===== config.mk =====
export PLATFORM = sky130hd
export DESIGN_NAME = flash_row_eraser
export DESIGN_NICKNAME = d
export VERILOG_FILES = /design/src/rtl/flash_erase_pkg.sv /design/src/rtl/flash_erase_ctrl.sv /design/src/rtl/flash_erase_dp.sv /design/src/rtl/flash_row_eraser.sv
export SDC_FILE = /design/constraint.sdc
export NUM_CORES = 1
export LEC_CHECK = 0
export BUFFER_PORTS_ARGS = -buffer_cell sky130_fd_sc_hd__buf_4
export CORE_UTILIZATION = 26
export DETAILED_ROUTE_END_ITERATION = 10
export SETUP_SLACK_MARGIN = 0.5
export SLEW_MARGIN = 20
export SYNTH_ARGS = -nofsm -noshare
export SYNTH_HDL_FRONTEND = slang
export SYNTH_SLANG_ARGS = --single-unit

===== constraint.sdc =====
create_clock -name clk -period 1.9 [get_ports clk]
set_input_delay 0.285 -clock clk [delete_from_list [all_inputs] [get_ports clk]]
set_output_delay 0.285 -clock clk [all_outputs]
set_load 0.03 [all_outputs]

===== src/rtl/flash_erase_pkg.sv =====
package flash_erase_pkg;
  typedef enum logic [1:0] {KeyIdle, KeyGot55, KeyArmed} keyState_e;

  typedef struct packed {
    logic ctrlWr;
    logic errSet;
    logic eraseGo;
    logic eraseDone;
  } eraseStrobe_t;

  localparam logic [7:0] KEY_FIRST  = 8'h55;
  localparam logic [7:0] KEY_SECOND = 8'hAA;

  localparam int BIT_MEM   = 0;
  localparam int BIT_CFG   = 1;
  localparam int BIT_WREN  = 2;
  localparam int BIT_ERASE = 3;
  localparam int BIT_START = 4;
  localparam int BIT_ERR   = 5;
endpackage


===== src/rtl/flash_erase_ctrl.sv =====
module flash_erase_ctrl
  import flash_erase_pkg::*;
#(
  parameter int DATA_W       = 8,
  parameter int ERASE_CYCLES = 40
) (
  input  logic              clk,
  input  logic              rstN,
  input  logic              busWr,
  input  logic              busSel,
  input  logic [DATA_W-1:0] busData,
  input  logic              eraseAck,
  output eraseStrobe_t      strobe,
  output logic              busy,
  output logic              eraseReq
);
  localparam int TW = $clog2(ERASE_CYCLES + 1);
  localparam logic [TW-1:0] LAST = TW'(ERASE_CYCLES - 1);

  keyState_e keyState, keyNext;
  logic [TW-1:0] timer;
  logic keyWr, ctrlWr, startReq, fieldsOk;

  assign keyWr    = busWr && busSel && !busy;
  assign ctrlWr   = busWr && !busSel && !busy;
  assign startReq = ctrlWr && busData[BIT_START];
  assign fieldsOk = busData[BIT_MEM] && !busData[BIT_CFG] && busData[BIT_ERASE];

  always_comb begin
    strobe.ctrlWr    = ctrlWr;
    strobe.errSet    = startReq && !busData[BIT_WREN];
    strobe.eraseGo   = startReq && busData[BIT_WREN] && fieldsOk && (keyState == KeyArmed);
    strobe.eraseDone = busy && (timer == LAST);
  end

  always_comb begin
    keyNext = keyState;
    if (keyWr) begin
      if (keyState == KeyIdle && busData == KEY_FIRST)        keyNext = KeyGot55;
      else if (keyState == KeyGot55 && busData == KEY_SECOND) keyNext = KeyArmed;
      else                                                    keyNext = KeyIdle;
    end else if (ctrlWr) begin
      keyNext = KeyIdle;
    end
  end

  always_ff @(posedge clk) begin
    if (!rstN) begin
      keyState <= KeyIdle;
      busy     <= 1'b0;
      timer    <= '0;
      eraseReq <= 1'b0;
    end else begin
      keyState <= keyNext;
      if (strobe.eraseGo) begin
        busy     <= 1'b1;
        timer    <= '0;
        eraseReq <= 1'b1;
      end else if (busy) begin
        if (strobe.eraseDone) begin
          busy  <= 1'b0;
          timer <= '0;
        end else begin
          timer <= timer + 1'b1;
        end
        if (eraseAck || strobe.eraseDone) eraseReq <= 1'b0;
      end
    end
  end

  assert_armed_before_go_R3: assert property (@(posedge clk) disable iff (!rstN)
    $rose(busy) |-> $past(keyState == KeyArmed));
  assert_key_consumed_R6: assert property (@(posedge clk) disable iff (!rstN)
    $rose(busy) |-> keyState == KeyIdle);
  assert_timer_bounded_R7: assert property (@(posedge clk) disable iff (!rstN)
    busy |-> timer < TW'(ERASE_CYCLES));
  assert_req_inside_stall_R8: assert property (@(posedge clk) disable iff (!rstN)
    eraseReq |-> busy);
  assert_err_or_go_R10: assert property (@(posedge clk) disable iff (!rstN)
    $onehot0({strobe.errSet, strobe.eraseGo}));
  assert_key_frozen_R11: assert property (@(posedge clk) disable iff (!rstN)
    (busy && $past(busy)) |-> $stable(keyState));
endmodule


===== src/rtl/flash_erase_dp.sv =====
module flash_erase_dp
  import flash_erase_pkg::*;
#(
  parameter int DATA_W = 8,
  parameter int PTR_W  = 22,
  parameter int OFS_W  = 6
) (
  input  logic                   clk,
  input  logic                   rstN,
  input  eraseStrobe_t           strobe,
  input  logic [DATA_W-1:0]      busData,
  input  logic [PTR_W-1:0]       tablePtr,
  input  logic                   busy,
  output logic [DATA_W-1:0]      ctrlView,
  output logic [PTR_W-OFS_W-1:0] eraseRow
);
  logic [3:0] fields;
  logic       errFlag;

  always_ff @(posedge clk) begin
    if (!rstN) begin
      fields   <= '0;
      errFlag  <= 1'b0;
      eraseRow <= '0;
    end else begin
      if (strobe.ctrlWr) fields <= busData[3:0];
      if (strobe.errSet) errFlag <= 1'b1;
      else if (strobe.ctrlWr && busData[BIT_ERR]) errFlag <= 1'b0;
      if (strobe.eraseGo) eraseRow <= tablePtr[PTR_W-1:OFS_W];
    end
  end

  always_comb begin
    ctrlView = '0;
    ctrlView[3:0]     = fields;
    ctrlView[BIT_START] = busy;
    ctrlView[BIT_ERR]   = errFlag;
  end

  assert_row_held_R8: assert property (@(posedge clk) disable iff (!rstN)
    (busy && $past(busy)) |-> $stable(eraseRow));
  assert_err_cleared_by_one_R10: assert property (@(posedge clk) disable iff (!rstN)
    ($past(errFlag) && !errFlag) |-> $past(strobe.ctrlWr && busData[BIT_ERR]));
  assert_fields_frozen_R11: assert property (@(posedge clk) disable iff (!rstN)
    (busy && $past(busy)) |-> $stable(fields));
endmodule


===== src/rtl/flash_row_eraser.sv =====
module flash_row_eraser
  import flash_erase_pkg::*;
#(
  parameter int DATA_W       = 8,
  parameter int PTR_W        = 22,
  parameter int ROW_BYTES    = 64,
  parameter int ERASE_CYCLES = 40,
  localparam int OFS_W       = $clog2(ROW_BYTES),
  localparam int ROW_W       = PTR_W - OFS_W
) (
  input  logic              clk,
  input  logic              rstN,
  input  logic              busWr,
  input  logic              busSel,
  input  logic [DATA_W-1:0] busData,
  input  logic [PTR_W-1:0]  tablePtr,
  output logic [DATA_W-1:0] ctrlView,
  output logic              cpuStall,
  output logic              eraseReq,
  output logic [ROW_W-1:0]  eraseRow,
  input  logic              eraseAck
);
  eraseStrobe_t strobe;
  logic busy;

  flash_erase_ctrl #(.DATA_W(DATA_W), .ERASE_CYCLES(ERASE_CYCLES)) uCtrl (
    .clk(clk), .rstN(rstN), .busWr(busWr), .busSel(busSel), .busData(busData),
    .eraseAck(eraseAck), .strobe(strobe), .busy(busy), .eraseReq(eraseReq)
  );

  flash_erase_dp #(.DATA_W(DATA_W), .PTR_W(PTR_W), .OFS_W(OFS_W)) uDp (
    .clk(clk), .rstN(rstN), .strobe(strobe), .busData(busData),
    .tablePtr(tablePtr), .busy(busy), .ctrlView(ctrlView), .eraseRow(eraseRow)
  );

  assign cpuStall = busy;
endmodule


==> results of run 1 <==
[layout by cell type (no fill, tap or decap), types with 4 or more instances in the layout]
master     n
nand4_1    4
a21oi_1    5
mux2i_1   21
buf_4     57
clkbuf_8   7
nor2_1     5
nand2_1   38
dfxtp_1   27
[flip-flops by register name, indices dropped and copies added, names as in the netlist]
register        flops
uDp.fields          4
uCtrl.busy          1
uCtrl.keyState      2
uDp.eraseRow       16
uCtrl.timer         6
uCtrl.eraseReq      1
uDp.errFlag         1
[area by class of cell]
| type | instances | area, sq um | area share |
|---|---|---|---|
| Multi-Input combinational cell | 107 | 711 | 0.341 |
| Sequential cell | 31 | 631 | 0.302 |
| Timing Repair Buffer | 64 | 554 | 0.266 |
| Clock buffer | 8 | 100 | 0.0480 |
| Tap cell | 70 | 87.6 | 0.0420 |
| Inverter | 1 | 3.75 | 0.00180 |
[power by group through the flow]
| stage | Sequential, mW | Clock (mW) | Combinational, mW |
|---|---|---|---|
| after floorplan | 0.678 | 0 | 0.0506 |
| after detailed placement | 0.670 | 0 | 0.123 |
| final | 0.654 | 0.570 | 0.130 |
| after global routing | 0.654 | 0.625 | 0.142 |
| after global placement | 0.670 | 0 | 0.122 |
| after CTS | 0.655 | 0.596 | 0.128 |
[cells by family (layout without fill, tap and decap cells)]
family | Yosys count | in the layout | synth area share
muxes | 21 | 21 | 0.148
adders and majority gates | 1 | 1 | 0.00882
other | 1 | 2 | 0.00265
AOI/OAI and AO/OA | 12 | 12 | 0.0565
and+or+nand+nor | 68 | 68 | 0.252
xor gates and xnor gates | 3 | 3 | 0.0185
DFF | 31 | 31 | 0.438
buffers and inverters | 14 | 73 | 0.0759
[path summary, 6_finish.rpt]
kind / startpoint / endpoint / slack, ns / cells after the start
worst min-delay path: tablePtr[17] / uDp.eraseRow[11] / 0.25 / 3
worst min register to register: uDp.eraseRow[0] / uDp.eraseRow[0] / 0.46 / 2
worst max-delay path: uCtrl.keyState[0] / uDp.eraseRow[13] / 0.50 / 4
worst max register to register: uCtrl.keyState[0] / uDp.eraseRow[13] / 0.50 / 4
[per-stage QoR]
| stage | area [sq um] | power, mW | hold WS [ns] | utilization |
|---|---|---|---|---|
| after global routing | 2090 | 1.42 | 0.250 | 0.403 |
| after floorplan | 1430 | 0.729 | 0.427 | - |
| final | 2090 | 1.35 | 0.247 | 0.403 |
| after detailed placement | 1840 | 0.793 | 0.450 | 0.356 |
| after CTS | 2030 | 1.38 | 0.238 | 0.392 |
| after global placement | 1840 | 0.792 | 0.444 | 0.356 |
[worst max-delay path, cell delays in order, from the launching register on]
cell and delay, ns:
dfxtp_2 0.34, nor4bb_4 0.31, and4_4 0.34, clkbuf_16 0.17, mux2i_1 0.17
[per-layer routing]
metal / up-vias / GRT usage / wire (um)
met2: 22 / 0.202 / 1650
met5: - / 0 / 0
li1: 632 / - / -
met1: 551 / 0.149 / 1440
met3: 5 / 0.0238 / 111
met4: 0 / 0.0988 / 71
[what timing repair did]
action | 4_1_cts | 5_1_grt
pin swaps | 2 | 6
gates cloned | 1 | 1
buffers inserted | 5 | 1
setup endpoints to repair | 22 | 25
gates resized for setup | 5 | 7
endpoints found under the hold margin | 0 | 0
==> flow_summary_export.csv, run 1 <==
group,metric,value,unit
status,status,"complete, no violations",
cts,cts_tree,"done",
timing,skew,0.00827,ns
timing,rsz0062_at_grt,"yes",
yosys,synth_area,1420,sq um
global_route,grt_usage,0.127,
cts,cts_buffer_depth,2,
yosys,ys_seq_area_frac,0.438,
cts,clockRootBuffer,"clkbuf_8",
setup_path,crit_path_end_kind,"flop",
cells_and_area,area_growth,47.2,%
route,vias,1210,
pwr,p_per_area,649,nW/um^2
yosys,synth_edf_count,0,
route,drtPass1Iterations,5,
timing,period_needed,1.40,ns
pwr,p_comb_frac,0.096,
cts,cts.sinks,31,
yosys,synth_area_leaders,"dfxtp_1, mux2i_1, nand2_1",
cts,ctsHtreeMaxLevel,2,
timing,setup-tns-final,0,ns
die,die_h,75.8,um
cts,clk_pin_slew,0.07,ns
run,maxCapViolations,0,
pwr,switching_power,0.303,mW
setup_path,crit_type,"reg -> reg",
cts,cts_hold_buffers,0,
timing,fmax,715,MHz
yosys,async_flop_share,0,
yosys,ys_types,36,
placed_design,post-place-cells,265,
yosys,yosysTopAreaCell,"dfxtp_1",
cells_and_area,nets,246,
timing,setup_viol,0,
die,die_area,5750,sq um
pwr,switching_share,0.224,
pwr,p_leak,0.847,nW
global_route,antenna_found_initial,0,
setup_path,critPathArrivalTime,1.62,ns
die,coreArea,5170,sq um
placed_design,dp_hpwl,2140,um
setup_path,cp-start-kind,"flop",
die,fp-row-count,26,
global_route,grt_pass1_vias,1120,
global_route,grt_pass1_wl,5180,um
pwr,power.internal,1.05,mW
global_route,grt_max_degree,33,
min_path,hold_class,"in -> reg",
die,start_util,0.274,
yosys,synthTopCellsByCount,"nand2_1, dfxtp_1, mux2i_1",
yosys,postSynthAreaPerCell,9.39,sq um
setup_path,path_max_fanout,5,
yosys,synth_most_common_cell,"nand2_1",
route,drcViolationCount,0,
route,viasPerCell,4.31,
route,drtIter0Drc,35,
die,die_w,75.8,um
cts,clk-insertion-delay-late,0.28,ns
yosys,syn_inst,151,
pwr,power_frac_clock,0.421,
placed_design,place_congestion,0.754,
cells_and_area,finalNonFillerCells,281,
route,wl_per_cell,11.6,um
yosys,yosysTopAreaCellShare,0.438,
yosys,ys_seq_elements,31,
yosys,synthFlopType,"dfxtp_1",
pwr,sequentialPowerShare,0.483,
route,ant_nets,0,
timing,fin_ws,0.501,ns
timing,hold_viol,0,
cells_and_area,drive_gt1_frac,0.384,
cells_and_area,diodes,0,
timing,period_share,0.736,
yosys,yosysWarnings,0,
pwr,peakVddDrop,0.000234,V
cts,numCtsBuffers,5,
setup_path,cp.required,2.12,ns
cells_and_area,fillers,500,
timing,slew_violations,0,
die,ios,61,
global_route,overflow,0,
placed_design,port_buffers,52,
placed_design,place_ws,0.288,ns
route,wirelength,3270,um
No activity file was read; power rests on OpenSTA's default activity.
==> run 2, diff against run 1 <==
==> constraint.sdc (replaced) <==
create_clock -name clk -period 1.45 [get_ports clk]
set_input_delay 0.2175 -clock clk [delete_from_list [all_inputs] [get_ports clk]]
set_output_delay 0.2175 -clock clk [all_outputs]
set_load 0.03 [all_outputs]
==> flow_summary_export.csv, run 2 (synthesis gave the netlist of run 1 again) <==
group,metric,value,unit
cells_and_area,layout_top_registers,"uDp.eraseRow (16), uCtrl.timer (6), uDp.fields (4)",
setup_path,r2r_start,"uCtrl.keyState[0]",
timing,slew_violations,0,
setup_path,crit_slowest_cell,"and4_4",
global_route,grt_pass1_wl,5570,um
die,coreArea,5170,sq um
global_route,grt_usage,0.132,
timing,period_needed,1.38,ns
cells_and_area,mostFrequentLayoutCells,"buf_4, nand2_1, buf_6",
setup_path,crit_cells,5,
setup_path,reg2reg_slack,0.07,ns
min_path,hold_class,"in -> reg",
setup_path,cp-start-kind,"flop",
timing,period_share,0.949,
setup_path,endpoint,"uCtrl.timer[0]",
timing,fmax,726,MHz
global_route,grt_pass1_vias,1227,
placed_design,port_buffers,52,
setup_path,crit_path_end_kind,"flop",
timing,hold_viol,0,
cells_and_area,finish.instance_area,2300,sq um
setup_path,path_buf_inv,2,
die,start_util,0.274,
pwr,p_leak,0.919,nW
die,ios,61,
timing,skew,0.00712,ns
cts,cts_hold_buffers,0,
pwr,peakVddDrop,0.000301,V
pwr,p_per_area,773,nW/um^2
cells_and_area,finalNonFillerCells,289,
route,ant_nets,0,
placed_design,dp_hpwl,2280,um
cells_and_area,top_register,"uDp.eraseRow",
die,fp-row-count,26,
setup_path,crit_type,"reg -> reg",
setup_path,max_stage_delay,0.35,ns
placed_design,place_congestion,0.732,
run,maxCapViolations,0,
global_route,antenna_found_initial,0,
setup_path,path_delay_family,"simple AND/OR/NAND/NOR gates",
timing,fin_ws,0.0735,ns
route,wirelength,3410,um
cts,cts_buffer_depth,2,
global_route,overflow,0,
route,drcViolationCount,0,
timing,setup_viol,0,
route,vias,1272,
cells_and_area,fin_util,0.446,
pwr,power,1.78,mW
die,die_w,75.8,um
setup_path,worst_r2r_path_depth,5,
cells_and_area,drive_gt1_frac,0.543,
cells_and_area,diodes,0,
setup_path,crit_start,"uCtrl.keyState[0]",
placed_design,place_ws,-0.131,ns
route,drtIter0Drc,31,
cells_and_area,largest_reg_flops,16,
timing,rsz0062_at_grt,"yes",
min_path,hp-start,"tablePtr[15]",
cts,clockRootBuffer,"clkbuf_8",
cts,clk_pin_slew,0.07,ns
cts,cts_tree,"done",
setup_path,crit_chain,"nor4bb_4, and4_4, buf_16, buf_12, a211oi_2",
route,wl_per_cell,11.8,um
die,die_h,75.8,um
setup_path,r2r-end,"uCtrl.timer[0]",
cts,cts.sinks,31,
route,drtPass1Iterations,4,
setup_path,cp.required,1.60,ns
cts,clk-insertion-delay-late,0.28,ns
route,viasPerCell,4.40,
cells_and_area,final_common_cell,"buf_4",
global_route,grt_max_degree,33,
setup_path,path_max_fanout,10,
cts,ctsHtreeMaxLevel,2,
setup_path,critPathArrivalTime,1.52,ns
cells_and_area,nets,254,
cells_and_area,area_growth,62.6,%
die,die_area,5750,sq um
status,status,"complete, no violations",
placed_design,dpl-instance-area,1910,sq um
placed_design,post-place-cells,271,
cts,numCtsBuffers,5,
run 2: cell count changes in the layout (fill, tap and decap cells not counted), sizes merged:
cell | previous run | this run
clkbuf | 9 | 8
buf | 63 | 72
run 2: what timing repair did:
item / 4_1_cts / 5_1_grt
endpoints found under the setup margin: 55 / 55
gates cloned: 2 / 0
gates resized for setup: 56 / 8
buffers inserted: 5 / 3
pin swaps: 4 / 4
run 2: worst min path at each step:
stage	to	slack (ns)	cells past startpoint
global placement	uDp.eraseRow[15]	0.44	2
global route	uDp.eraseRow[6]	0.18	3
floorplan	uDp.eraseRow[0]	0.36	2
detailed placement	uDp.eraseRow[9]	0.45	2
finish	uDp.eraseRow[9]	0.18	3
CTS	uDp.eraseRow[9]	0.17	3
run 2: power breakdown:
group	total [mW]	internal [mW]	switching, mW
Sequential	0.861	0.857	0.00406
Clock	0.740	0.433	0.307
Combinational	0.181	0.0975	0.0839
run 2: area by class of cell:
class	count	area, sq um
multi-input combinational	107	747
sequential	31	656
inverter	1	3.75
tap	70	87.6
timing repair buffer	72	711
fill	507	2870
clock buffer	8	100
run 2: layer usage:
metal	routed length, um	global-route usage	part of all wire
met1	1490	0.155	0.44
met2	1760	0.221	0.52
met3	68	0.0238	0.020
met4	88	0.0802	0.026
met5	0	0	0
run 2: per-stage QoR:
step,setup TNS [ns],hold WS (ns)
after detailed placement,-1.87,0.450
after CTS,0,0.172
after global placement,-0.795,0.445
after global routing,-0.120,0.177
final,0,0.183
after floorplan,-0.139,0.360
run 2: tightest hold or removal path: cells and delay by family:
family,cells,cell delay [ns]
simple gates,1,0.04
mux,1,0.05
buf+inv,1,0.11
==> run 3, diff against run 2 <==
--- a/config.mk
+++ b/config.mk
@@ -8,6 +8,8 @@
 export BUFFER_PORTS_ARGS = -buffer_cell sky130_fd_sc_hd__buf_4
 export CORE_UTILIZATION = 26
 export DETAILED_ROUTE_END_ITERATION = 10
+export HOLD_SLACK_MARGIN = 0.12
+export PLACE_DENSITY_LB_ADDON = 0.05
 export SETUP_SLACK_MARGIN = 0.5
 export SLEW_MARGIN = 20
 export SYNTH_ARGS = -nofsm -noshare
==> flow_summary_export.csv, run 3 (synthesis gave the netlist of run 1 again) <==
group,metric,value,unit
status,status,"complete, no violations",
timing,skew,0.00515,ns
timing,slew_violations,0,
global_route,grt_max_degree,33,
die,die_w,75.8,um
cells_and_area,top_register,"uDp.eraseRow",
global_route,grt_usage,0.125,
cts,cts.sinks,31,
min_path,hp-start,"tablePtr[12]",
pwr,peakVddDrop,0.000532,V
die,die_h,75.8,um
cells_and_area,finalNonFillerCells,293,
min_path,hold_path_depth,3,
setup_path,crit_slowest_cell,"dfxtp_2",
die,coreArea,5170,sq um
timing,rsz0062_at_grt,"yes",
placed_design,post-place-cells,270,
placed_design,place_congestion,0.748,
cts,cts_tree,"done",
cells_and_area,area_growth,69.3,%
global_route,antenna_found_initial,0,
timing,period_share,0.992,
die,ios,61,
route,drcViolationCount,0,
placed_design,dpl-instance-area,1900,sq um
timing,period_needed,1.44,ns
cts,ctsHtreeMaxLevel,2,
die,start_util,0.274,
setup_path,path_buf_inv,2,
cts,cts_hold_buffers,0,
cells_and_area,finish.instance_area,2400,sq um
global_route,grt_pass1_wl,5310,um
cells_and_area,diodes,0,
global_route,overflow,0,
route,viasPerCell,4.38,
setup_path,critPathArrivalTime,1.63,ns
pwr,p_leak,0.954,nW
cells_and_area,nets,258,
cells_and_area,largest_reg_flops,16,
setup_path,reg2reg_slack,0.01,ns
setup_path,worst_r2r_path_depth,5,
cts,numCtsBuffers,5,
timing,fmax,695,MHz
cts,clk_pin_slew,0.07,ns
setup_path,path_delay_family,"simple AND/OR/NAND/NOR gates",
setup_path,crit_type,"reg -> reg",
cells_and_area,layout_top_registers,"uDp.eraseRow (16), uCtrl.timer (6), uDp.fields (4)",
cts,clk-insertion-delay-late,0.27,ns
route,drtIter0Drc,26,
cells_and_area,final_common_cell,"buf_4",
setup_path,r2r-end,"uDp.eraseRow[13]",
global_route,grt_pass1_vias,1214,
route,ant_nets,0,
cells_and_area,mostFrequentLayoutCells,"buf_4, nand2_1, buf_6",
timing,setup_viol,0,
setup_path,crit_start,"uCtrl.keyState[0]",
cells_and_area,drive_gt1_frac,0.547,
setup_path,r2r_start,"uCtrl.keyState[0]",
setup_path,path_max_fanout,6,
setup_path,crit_path_end_kind,"flop",
setup_path,cp-start-kind,"flop",
cts,clockRootBuffer,"clkbuf_8",
route,vias,1282,
route,wl_per_cell,11.9,um
setup_path,crit_chain,"nor4bb_4, and4_4, buf_6, buf_12, mux2i_1",
die,die_area,5750,sq um
cts,cts_buffer_depth,2,
setup_path,max_stage_delay,0.34,ns
route,wirelength,3480,um
min_path,hold_class,"in -> reg",
placed_design,dp_hpwl,2270,um
die,fp-row-count,26,
setup_path,cp.required,1.64,ns
route,drtPass1Iterations,2,
placed_design,port_buffers,52,
run,maxCapViolations,0,
pwr,p_per_area,699,nW/um^2
min_path,min_to,"uDp.eraseRow[6]",
timing,hold_viol,0,
-- run 3: cell count changes in the layout (fill, tap and decap cells not counted), sizes merged --
cell / before / now
buf: 72 / 76
clkbuf: 8 / 7
clkinv: 0 / 1
-- run 3: where the power goes --
part           internal [mW]  leakage [nW]  total, mW  switching [mW]
Combinational         0.0968         0.649      0.178          0.0807
Clock                  0.336        0.0422      0.639           0.303
Sequential             0.857         0.263      0.861         0.00408
Total                   1.29         0.954       1.68           0.388
-- run 3: area by class of cell --
cell class	count	area, sq um
fillers	489	2770
repair buffers	76	790
multi-input cells	107	782
flip-flops and latches	31	656
well taps	70	87.6
clock buffers	7	76.3
clock inverters	1	5.00
inverters	1	3.75
-- run 3: how the worst max path moves through the flow --
stage / to / slack, ns / cells past startpoint
4_1_cts: uDp.eraseRow[15] / 0.01 / 5
2_1_floorplan: uDp.eraseRow[0] / -0.009 / 5
5_1_grt: uDp.eraseRow[15] / -0.05 / 5
6_report: uDp.eraseRow[13] / 0.01 / 5
3_3_place_gp: uDp.eraseRow[10] / -0.04 / 5
3_5_place_dp: uDp.eraseRow[15] / -0.07 / 5
-- run 3: worst register-to-register path, delay by kind of cell, from the launching register on --
family / cells / cell delay (ns)
buf+inv: 2 / 0.22
flops: 1 / 0.34
mux: 1 / 0.19
simple gates: 2 / 0.60
-- run 3: per-layer routing --
layer | vias to the layer above | share of wire | global-route usage
li1 | 651 | - | -
met1 | 589 | 0.42 | 0.136
met2 | 40 | 0.50 | 0.209
met3 | 2 | 0.081 | 0.0608
met4 | 0 | 0.0057 | 0.0473
met5 | - | 0 | 0
-- run 3: timing repair --
action / CTS / global route
gates resized for setup: 54 / 15
cloned: 3 / 0
setup endpoints to repair: 55 / 55
setup buffers: 9 / 3
pin swaps: 6 / 5
-- run 3: per-stage QoR --
stage               utilization  total power [mW]  setup TNS (ns)  setup WS (ns)  hold slack [ns]
CTS                       0.447              1.70               0         0.0134            0.180
detailed placement        0.368              1.04          -0.801        -0.0734            0.450
global route              0.464              1.76          -0.442        -0.0508            0.187
global placement          0.368              1.04          -0.533        -0.0370            0.444
floorplan                     -             0.956          -0.139       -0.00893            0.360
finish                    0.464              1.68               0         0.0115            0.184
